<file path="src/rtl/slew_cal_pkg.sv">
package slew_cal_pkg;
  typedef enum logic [3:0] {
    ST_IDLE, ST_SETTLE, ST_CLKEN, ST_LOAD, ST_MEAS,
    ST_CAPT, ST_DIV1, ST_DIV2, ST_WRITE, ST_FIN
  } st_e;
  localparam int unsigned SR_DIVISOR = 1000;
  localparam int unsigned SR_HALF    = SR_DIVISOR / 2;
endpackage

</file>
<file path="src/rtl/slew_cal_div.sv">
module slew_cal_div #(
  parameter int W = 27
) (
  input  logic         clk_i,
  input  logic         rst_ni,
  input  logic         start_i,
  input  logic [W-1:0] dividend_i,
  input  logic [W-1:0] divisor_i,
  output logic [W-1:0] quot_o,
  output logic         done_o
);
  localparam int CW = $clog2(W + 1);

  logic          busy_q;
  logic [CW-1:0] cnt_q;
  logic [W-1:0]  rem_q, quo_q, dvs_q;
  logic [W:0]    shl, diff;
  logic          fit;

  always_comb begin
    shl  = {rem_q, quo_q[W-1]};
    fit  = shl >= {1'b0, dvs_q};
    diff = shl - {1'b0, dvs_q};
  end

  always_ff @(posedge clk_i or negedge rst_ni) begin
    if (!rst_ni) begin
      busy_q <= 1'b0;
      cnt_q  <= '0;
      rem_q  <= '0;
      quo_q  <= '0;
      dvs_q  <= '0;
      done_o <= 1'b0;
    end else begin
      done_o <= 1'b0;
      if (start_i) begin
        busy_q <= 1'b1;
        cnt_q  <= CW'(W);
        rem_q  <= '0;
        quo_q  <= dividend_i;
        dvs_q  <= divisor_i;
      end else if (busy_q) begin
        rem_q <= fit ? diff[W-1:0] : shl[W-1:0];
        quo_q <= {quo_q[W-2:0], fit};
        cnt_q <= cnt_q - CW'(1);
        if (cnt_q == CW'(1)) begin
          busy_q <= 1'b0;
          done_o <= 1'b1;
        end
      end
    end
  end

  assign quot_o = quo_q;

  assert_div_no_restart_R4: assert property (@(posedge clk_i) disable iff (!rst_ni)
    start_i |-> !busy_q);
  assert_div_rem_below_R4: assert property (@(posedge clk_i) disable iff (!rst_ni)
    done_o |-> rem_q < dvs_q);
endmodule

</file>
<file path="src/rtl/slew_cal_tmr.sv">
module slew_cal_tmr #(
  parameter int W = 14
) (
  input  logic         clk_i,
  input  logic         rst_ni,
  input  logic         load_i,
  input  logic [W-1:0] val_i,
  output logic         zero_o
);
  logic [W-1:0] cnt_q;

  always_ff @(posedge clk_i or negedge rst_ni) begin
    if (!rst_ni)             cnt_q <= '0;
    else if (load_i)         cnt_q <= val_i;
    else if (cnt_q != '0)    cnt_q <= cnt_q - W'(1);
  end

  assign zero_o = (cnt_q == '0);

  assert_tmr_reload_R5: assert property (@(posedge clk_i) disable iff (!rst_ni)
    (load_i && val_i != '0) |=> !zero_o);
endmodule

</file>
<file path="src/rtl/slew_cal_seq.sv">
module slew_cal_seq
  import slew_cal_pkg::*;
#(
  parameter int CLK_MHZ    = 50,
  parameter int SETTLE_US  = 1,
  parameter int TIMEOUT_US = 200,
  parameter int WIN_CYCLES = 1024,
  parameter int WIN_W      = 24,
  parameter int CNT_W      = 24,
  parameter int REF_W      = 8,
  parameter int COEF_W     = 8,
  parameter int CODE_W     = 3,
  parameter int DEF_CODE   = 3
) (
  input  logic              clk_i,
  input  logic              rst_ni,
  input  logic              start_i,
  input  logic [REF_W-1:0]  ref_mhz_i,
  input  logic [COEF_W-1:0] coef_i,
  input  logic [CODE_W-1:0] force_code_i,
  input  logic              fm_valid_i,
  input  logic [CNT_W-1:0]  fm_count_i,
  output logic              osc_en_o,
  output logic              frck_en_o,
  output logic              fm_en_o,
  output logic [WIN_W-1:0]  fm_win_o,
  output logic [CODE_W-1:0] code_o,
  output logic              done_o
);
  localparam int SETTLE_CYC = CLK_MHZ * SETTLE_US;
  localparam int TO_CYC     = CLK_MHZ * TIMEOUT_US;
  localparam int TMR_W      = $clog2(TO_CYC + SETTLE_CYC + 1);
  localparam int NUM_W      = REF_W + COEF_W + $clog2(WIN_CYCLES) + 1;
  localparam int CODE_MAX   = (1 << CODE_W) - 1;

  st_e               st_q;
  logic [CNT_W-1:0]  cnt_q;
  logic [CODE_W-1:0] code_q;
  logic              tmr_load, tmr_zero;
  logic [TMR_W-1:0]  tmr_val;
  logic              div_start, div_done;
  logic [NUM_W-1:0]  div_a, div_b, quot, num1;
  logic              go;

  assign go   = (st_q == ST_IDLE) && start_i;
  assign num1 = NUM_W'(ref_mhz_i) * NUM_W'(coef_i) * NUM_W'(WIN_CYCLES);

  assign tmr_load = (go && force_code_i == '0) || (st_q == ST_LOAD);
  assign tmr_val  = (st_q == ST_IDLE) ? TMR_W'(SETTLE_CYC) : TMR_W'(TO_CYC);

  slew_cal_tmr #(.W(TMR_W)) u_tmr (
    .clk_i (clk_i), .rst_ni (rst_ni), .load_i (tmr_load),
    .val_i (tmr_val), .zero_o (tmr_zero)
  );

  // Shared divider: count stage, then rounding stage.
  assign div_start = ((st_q == ST_CAPT) && cnt_q != '0) || ((st_q == ST_DIV1) && div_done);
  assign div_a     = (st_q == ST_CAPT) ? num1 : quot + NUM_W'(SR_HALF);
  assign div_b     = (st_q == ST_CAPT) ? NUM_W'(cnt_q) : NUM_W'(SR_DIVISOR);

  slew_cal_div #(.W(NUM_W)) u_div (
    .clk_i (clk_i), .rst_ni (rst_ni), .start_i (div_start),
    .dividend_i (div_a), .divisor_i (div_b), .quot_o (quot), .done_o (div_done)
  );

  always_ff @(posedge clk_i or negedge rst_ni) begin
    if (!rst_ni) begin
      st_q   <= ST_IDLE;
      cnt_q  <= '0;
      code_q <= '0;
    end else begin
      unique case (st_q)
        ST_IDLE: if (start_i) begin
          if (force_code_i != '0) begin
            code_q <= force_code_i;
            st_q   <= ST_FIN;
          end else st_q <= ST_SETTLE;
        end
        ST_SETTLE: if (tmr_zero) st_q <= ST_CLKEN;
        ST_CLKEN:  st_q <= ST_LOAD;
        ST_LOAD:   st_q <= ST_MEAS;
        ST_MEAS: if (fm_valid_i || tmr_zero) begin
          cnt_q <= fm_count_i;
          st_q  <= ST_CAPT;
        end
        ST_CAPT: if (cnt_q == '0) begin
          code_q <= CODE_W'(DEF_CODE);
          st_q   <= ST_WRITE;
        end else st_q <= ST_DIV1;
        ST_DIV1: if (div_done) st_q <= ST_DIV2;
        ST_DIV2: if (div_done) begin
          code_q <= (quot > NUM_W'(CODE_MAX)) ? CODE_W'(CODE_MAX) : quot[CODE_W-1:0];
          st_q   <= ST_WRITE;
        end
        ST_WRITE: st_q <= ST_FIN;
        ST_FIN:   st_q <= ST_IDLE;
        default:  st_q <= ST_IDLE;
      endcase
    end
  end

  assign osc_en_o  = (st_q != ST_IDLE) && (st_q != ST_FIN);
  assign frck_en_o = (st_q == ST_CLKEN) || (st_q == ST_LOAD) || (st_q == ST_MEAS);
  assign fm_en_o   = (st_q == ST_MEAS);
  assign fm_win_o  = ((st_q == ST_LOAD) || (st_q == ST_MEAS)) ? WIN_W'(WIN_CYCLES) : '0;
  assign code_o    = code_q;
  assign done_o    = (st_q == ST_FIN);

  assert_force_skips_osc_R2: assert property (@(posedge clk_i) disable iff (!rst_ni)
    (go && force_code_i != '0) |=> (!osc_en_o && done_o && code_o == $past(force_code_i)));
  assert_meter_gated_R3: assert property (@(posedge clk_i) disable iff (!rst_ni)
    fm_en_o |-> (frck_en_o && osc_en_o && fm_win_o == WIN_W'(WIN_CYCLES)));
  assert_clk_after_osc_R3: assert property (@(posedge clk_i) disable iff (!rst_ni)
    $rose(frck_en_o) |-> $past(osc_en_o));
  assert_zero_default_R6: assert property (@(posedge clk_i) disable iff (!rst_ni)
    (st_q == ST_WRITE && cnt_q == '0) |-> code_o == CODE_W'(DEF_CODE));
  assert_done_pulse_R8: assert property (@(posedge clk_i) disable iff (!rst_ni)
    done_o |=> !done_o);
  assert_osc_off_last_R8: assert property (@(posedge clk_i) disable iff (!rst_ni)
    $fell(osc_en_o) |-> (done_o && $stable(code_o)));
  assert_code_at_end_R8: assert property (@(posedge clk_i) disable iff (!rst_ni)
    !$stable(code_o) |-> (st_q == ST_WRITE || done_o));
  assert_busy_ignore_R9: assert property (@(posedge clk_i) disable iff (!rst_ni)
    (start_i && st_q != ST_IDLE && st_q != ST_WRITE) |=> !done_o);
  assert_clk_off_with_meter_R10: assert property (@(posedge clk_i) disable iff (!rst_ni)
    $fell(fm_en_o) |-> !frck_en_o);
endmodule

</file>
<file path="config.mk">
export PLATFORM = sky130hd
export DESIGN_NAME = slew_cal_seq
export DESIGN_NICKNAME = d
export VERILOG_FILES = /design/src/rtl/slew_cal_pkg.sv /design/src/rtl/slew_cal_div.sv /design/src/rtl/slew_cal_tmr.sv /design/src/rtl/slew_cal_seq.sv
export SDC_FILE = /design/constraint.sdc
export NUM_CORES = 1
export LEC_CHECK = 0
export BUFFER_PORTS_ARGS = -buffer_cell sky130_fd_sc_hd__buf_2
export CORE_MARGIN = 5
export CORE_UTILIZATION = 50
export DETAILED_ROUTE_END_ITERATION = 8
export HOLD_SLACK_MARGIN = 0.06
export PLACE_DENSITY = 0.74
export SETUP_SLACK_MARGIN = 0.02
export SLEW_MARGIN = 15
export SYNTH_ARGS = -nofsm -noshare
export SYNTH_HDL_FRONTEND = slang
export SYNTH_HIERARCHICAL = 1
export SYNTH_SLANG_ARGS = --single-unit
</file>
<file path="constraint.sdc">
create_clock -name clk_i -period 5.9 [get_ports clk_i]
set_input_delay 1.18 -clock clk_i [delete_from_list [all_inputs] [get_ports clk_i]]
set_output_delay 1.18 -clock clk_i [all_outputs]
set_load 0.005 [all_outputs]
</file>
# --- Word level (Yosys, flattened, before mapping) ---
# Index checks and enable logic that the tools add are counted.
totals:
  wordCells: 93
  out_inout_bits: 31
  reg_bits: 133
op_classes:
  magnitude_cmp: 2
  multipliers: 1
  mux: 33
  eq_ne: 18
  n_addsub: 4
  n_reduce_logical: 25
ops:
  columns: ["op", "count"]
  rows:
  - ["2-to-1 mux 27 bit", 6]
  - ["2-to-1 mux 14 bit", 3]
  - ["one-hot mux 4 bit (9 select lines)", 1]
  - [">= comparator 28 x 27 -> 1 bit", 1]
  - ["2-to-1 mux 4 bit", 7]
  - ["adder 27 x 9 -> 27 bit, second input constant", 1]
  - ["greater-than comparator 27 x 3 -> 1 bit, second input constant", 1]
  - ["subtractor 27 bit", 1]
  - ["logical NOT 24 bit", 1]
  - ["2-to-1 mux 24 bit", 1]
  - ["nonzero test 24 bit", 1]
  - ["equality test 4 x 3 -> 1 bit, second input constant", 4]
  - ["multiplier 8 x 8 -> 16 bit", 1]
  - ["2-to-1 mux 3 bit", 5]
  - ["logical NOT 14 bit", 1]
  - ["nonzero test 14 bit", 1]
  - ["subtractor 14 x 1 -> 14 bit, second input constant", 1]
  - ["2-to-1 mux 11 bit", 1]
  - ["2-to-1 mux 5 bit", 2]
  - ["!= test 2 x 1 -> 1 bit, second input constant", 5]
  - ["AND reduction 5 bit", 2]
  - ["one-hot mux 3 bit (3 select lines)", 1]
  - ["equality test 4 x 2 -> 1 bit, second input constant", 2]
  - ["equality test 4 bit, second input constant", 2]
  - ["other kinds (14)", 31]

# --- Logic depth before layout (Yosys ltp) ---
depth:
  word_depth: 5
  mapped_depth: 19
  depth_no_buf: 18

# --- Hierarchy ---
# Netlist, hierarchy kept.
by_module_without_submodules:
  columns: ["mod", "instances", "seq_area_each_um2", "area_each_um2", "cells_each"]
  rows:
  - ["slew_cal_div", 1, 2202.1, 5366.4, 597]
  - ["slew_cal_seq", 1, 775.7, 4635.7, 542]
  - ["slew_cal_tmr", 1, 350.3, 825.8, 77]

# --- Worst setup path after synthesis ---
# OpenSTA, ideal clock, no wires.
synth_timing:
  path_kind: "input-to-reg"
  start: "input ref_mhz_i[2]"
  end: "register u_div.quo_q[24], in the netlist u_div/quot_o[24]"
  arrival_time_ps: 5168
  path_stages: 16
  required_ps: 5767
  setup_slack_ps: 598
  setup_time_ps: 133
  path_cell_list: "and2_1 fa_1 fa_1 fa_1 inv_1 fa_1 inv_1 ha_1 a2111oi_0 o21ai_1 and2_1 a311oi_1 xor2_1 mux2i_1 nand2_1 o21ai_0"
synth_via:
  elab_chain_len: 3
synth_lines:
  columns: ["element", "line", "rtl"]
  rows:
  - ["start, declared", "slew_cal_seq.sv:18", "input logic [REF_W-1:0] ref_mhz_i,"]
  - ["multiplier 8 x 8 -> 16 bit", "slew_cal_seq.sv:46", "assign num1 = NUM_W'(ref_mhz_i) * NUM_W'(coef_i) * NUM_W'(WIN_CYCLES);"]
  - ["2-to-1 mux 27 bit", "slew_cal_seq.sv:58", "assign div_a = (st_q == ST_CAPT) ? num1 : quot + NUM_W'(SR_HALF);"]
  - ["named net div_a[24]", "slew_cal_seq.sv:42", "logic [NUM_W-1:0] div_a, div_b, quot, num1;"]
  - ["2-to-1 mux 27 bit", "slew_cal_div.sv:36", "if (start_i) begin"]
  - ["end signal, assigned", "slew_cal_div.sv:40", "quo_q <= dividend_i;"]
  - ["end signal, assigned", "slew_cal_div.sv:44", "quo_q <= {quo_q[W-2:0], fit};"]
  - ["end, declared", "slew_cal_div.sv:16", "logic [W-1:0] rem_q, quo_q, dvs_q;"]
# The timed path passes the listed nets, and every way through them passes these cells.
# A chain may end at the register's enable or synchronous reset.

# --- Worst setup path in the final report ---
# Ends and elaborated chain as after synthesis.

==> results.ini <==
[drt]
drc_errors = 0
drtAntennaViolNets = 0
vias = 8621
dr.pass1.iters = 5
post_drt_wl_per_cell_um = 15.2
vias_per_cell = 5.61
drt-initial-drc-count = 676
routed_wl_um = 23400

[synth]
ys.warnings.count = 6
ys_ff_latch = 133
yosysSeqAreaShare_pct = 30.7
netlist-cell-type-count = 90
synth_cells = 1216
synth_edf_count = 0
netlist_area_um2 = 10800
async_reset_ff_share_pct = 100
avgSynthCellArea_um2 = 8.90
ys.flop_type = dfrtp_1

[worst_setup_path]
end_kind = flip-flop
path_class = input port to flip-flop
crit_path_top_delay_cell = fa_1
worstSetupStartpointType = input port
max_stage_delay_ns = 0.54
r2r_start = u_div/quot_o[26]$_DFFE_PN0P_
cp_top_family = adder cells
crit_buf_inv = 3
cp-startpoint = ref_mhz_i[2]
cp.arrival_ns = 5.64
cp_max_fo = 8
critical_path.cell_chain = buf_2 > and2_1 > fa_1 > fa_1 > fa_1 > inv_1 > fa_1 > inv_1 > ha_1 > a2111oi_0 > o21ai_1 > and2_1 > a311oi_1 > xor2_1 > mux2i_1 > nand2_1 > o21ai_0
critical_path.most_common_cell = fa_1
worstPathRequired_ns = 6.18

[run]
maxCapViolCount = 0

[place]
hpwl_um = 16600
dp.cells = 1505
port_buffers = 54
dp_slack_ns = 0.124
gp_congestion = 0.858

[final_layout]
multi_input_area_um2 = 6890
final_common_cell = dfrtp_1
final_cell_mix = dfrtp_1 (132), nand2_1 (124), inv_1 (92)
seq_area_um2 = 3330
layout-drive-gt1-share_pct = 12.0
final_nets = 1402
fillers = 1870
antennaDiodeCount = 0
fin_cells = 1538
synthToLayoutAreaGrowth_pct = 9.12

[clock_network]
clock_latency_ns = 0.43
cts_hold_buf = 0
cts_sinks = 133
clk_pin_slew_ns = 0.07
ctsResizeCount = 0
cts-root-buf = clkbuf_16
cts_setup_buffers = 0
ctsLongestPathBuffers = 2
cts_made_buffers = 17
cts_tree = done
htreeDepth = 4

[sta]
fin_worst_skew_ns = 0.00999
rsz0062_at_grt = no
period_needed_ns = 5.37
hold_viol = 0
fin_tns_setup_ns = 0
report.final.slew_viol_count = 0
fmax_mhz = 186
setup_slack_ns = 0.532
finalSetupViolations = 0
relSlewSlack_pct = 33.8
period_share_pct = 91.0
worst_slew_pin_slew_ns = 0.993

[global_route]
grt_overflow = 0
grt_util_all_layers_pct = 19.4
grt_pass1_vias = 8203
grt_pass1_wl_um = 39500
antenna_found_initial = 0
grt_max_degree = 99

[die]
initial_core_util_pct = 51.2
dieArea_um2 = 24700
die_w_um = 157
rows = 53
die_y_um = 157
design.core.area_um2 = 21200
ioPinCount = 78

[hold_path]
hp-class = flip-flop to flip-flop
hold_start = code_o[2]$_DFFE_PN0P_

[power]
powerDensity_nw_per_um2 = 595
ir_drop_mv = 0.258
p_leak_nw = 5.44

[run_status]
run_status = completed

worst register-to-register path, cell delays in order, from the launching register on:
cell and delay [ns]:
dfrtp_1 0.44, inv_1 0.10, ha_1 0.17, inv_1 0.06, fa_1 0.40, a21o_1 0.23, a221oi_2 0.42, o21ai_2 0.18
a21oi_4 0.23, a21boi_1 0.15, a21oi_4 0.54, buf_4 0.40, a31oi_1 0.11, a211oi_1 0.23, nor3_1 0.08
final cells by class:
type / count / area share, %
Clock buffer: 17 / 3.60
Clock inverter: 15 / 1.19
Inverter: 93 / 2.95
Multi-Input combinational cell: 945 / 58.3
Sequential cell: 133 / 28.2
Tap cell: 275 / 2.91
Timing Repair Buffer: 60 / 2.89
kinds of logic (layout without fill, tap and decap cells):
logic type                 Yosys count  in the layout  synth area share (%)
DFF                                133            133                  30.7
AOI/OAI and AO/OA                  270            270                  16.9
and+or+nand+nor                    413            413                  19.6
muxes                               60             60                  5.90
xor gates and xnor gates            63             63                  5.17
other                                2             34                0.0694
buffers and inverters              170            185                  7.00
adders and majority gates          105            105                  14.7
state kept, by name (all words and copies together), names as in the netlist:
signal / flops
u_div/quot_o: 27
u_div/busy_q: 1
u_div/rem_q: 27
u_tmr/cnt_q: 14
u_div/dvs_q: 27
u_div/cnt_q: 5
st_q: 4
code_o: 3
cnt_q: 24
u_div/done_o: 1
Yosys cell counts (all sizes together), types with 8 or more instances:
library cell,number,share of area (%)
clkbuf,39,1.4
nand4,12,0.69
a22o,9,0.73
a211oi,26,1.8
nor2,83,2.9
xor2,27,2.2
buf,38,2.4
nor4,17,1.1
or3,14,0.86
nand2,124,4.3
nor2b,9,0.52
o21ai,88,4.1
a21oi,53,2.6
a21o,14,0.97
nand3,16,0.74
o31ai,12,1.0
nand2b,8,0.46
o21a,9,0.62
mux2,28,2.9
and2,77,4.4
ha,68,7.9
dfrtp,133,31
fa,37,6.8
inv,92,3.2
nor3,18,0.98
and3,12,0.74
mux2i,32,3.0
xnor2,36,3.0
through the flow:
step	util, %	power, W	area, um^2	hold slack (ns)
floorplan	-	0.00513	10900	0.473
finish	55.9	0.00703	11800	0.476
CTS	55.7	0.00702	11800	0.479
global placement	53.0	0.00581	11200	0.459
global route	55.9	0.00768	11800	0.531
detailed placement	53.0	0.00593	11200	0.465
metal layers:
metal / part of all wire (%) / track usage [%] / vias to the layer above
li1: - / - / 4246
met1: 48 / 27.8 / 4157
met2: 45 / 29.2 / 194
met3: 5.3 / 4.32 / 24
met4: 1.6 / 6.06 / 0
met5: 0 / 0 / -
where the power goes:
| part | internal (W) | total, W | switching (W) |
|---|---|---|---|
| Combinational | 0.00186 | 0.00416 | 0.00230 |
| Sequential | 0.00138 | 0.00184 | 0.000460 |
| Clock | 0.000590 | 0.00104 | 0.000445 |
path summary, 6_finish.rpt:
check                           slack (ns)  depth (start not counted)                           end
worst max-delay path                  0.53                         17  u_div/quot_o[24]$_DFFE_PN0P_
worst max register to register        2.00                         14   u_div/rem_q[11]$_DFFE_PN0P_
max in group asynchronous             4.00                          2    u_div/rem_q[3]$_DFFE_PN0P_
worst min register to register        0.48                          2         code_o[2]$_DFFE_PN0P_
min in group asynchronous             0.84                          1   u_tmr/cnt_q[13]$_DFFE_PN0P_
worst min-delay path                  0.48                          2         code_o[2]$_DFFE_PN0P_
(Power assumes the default switching activity.)
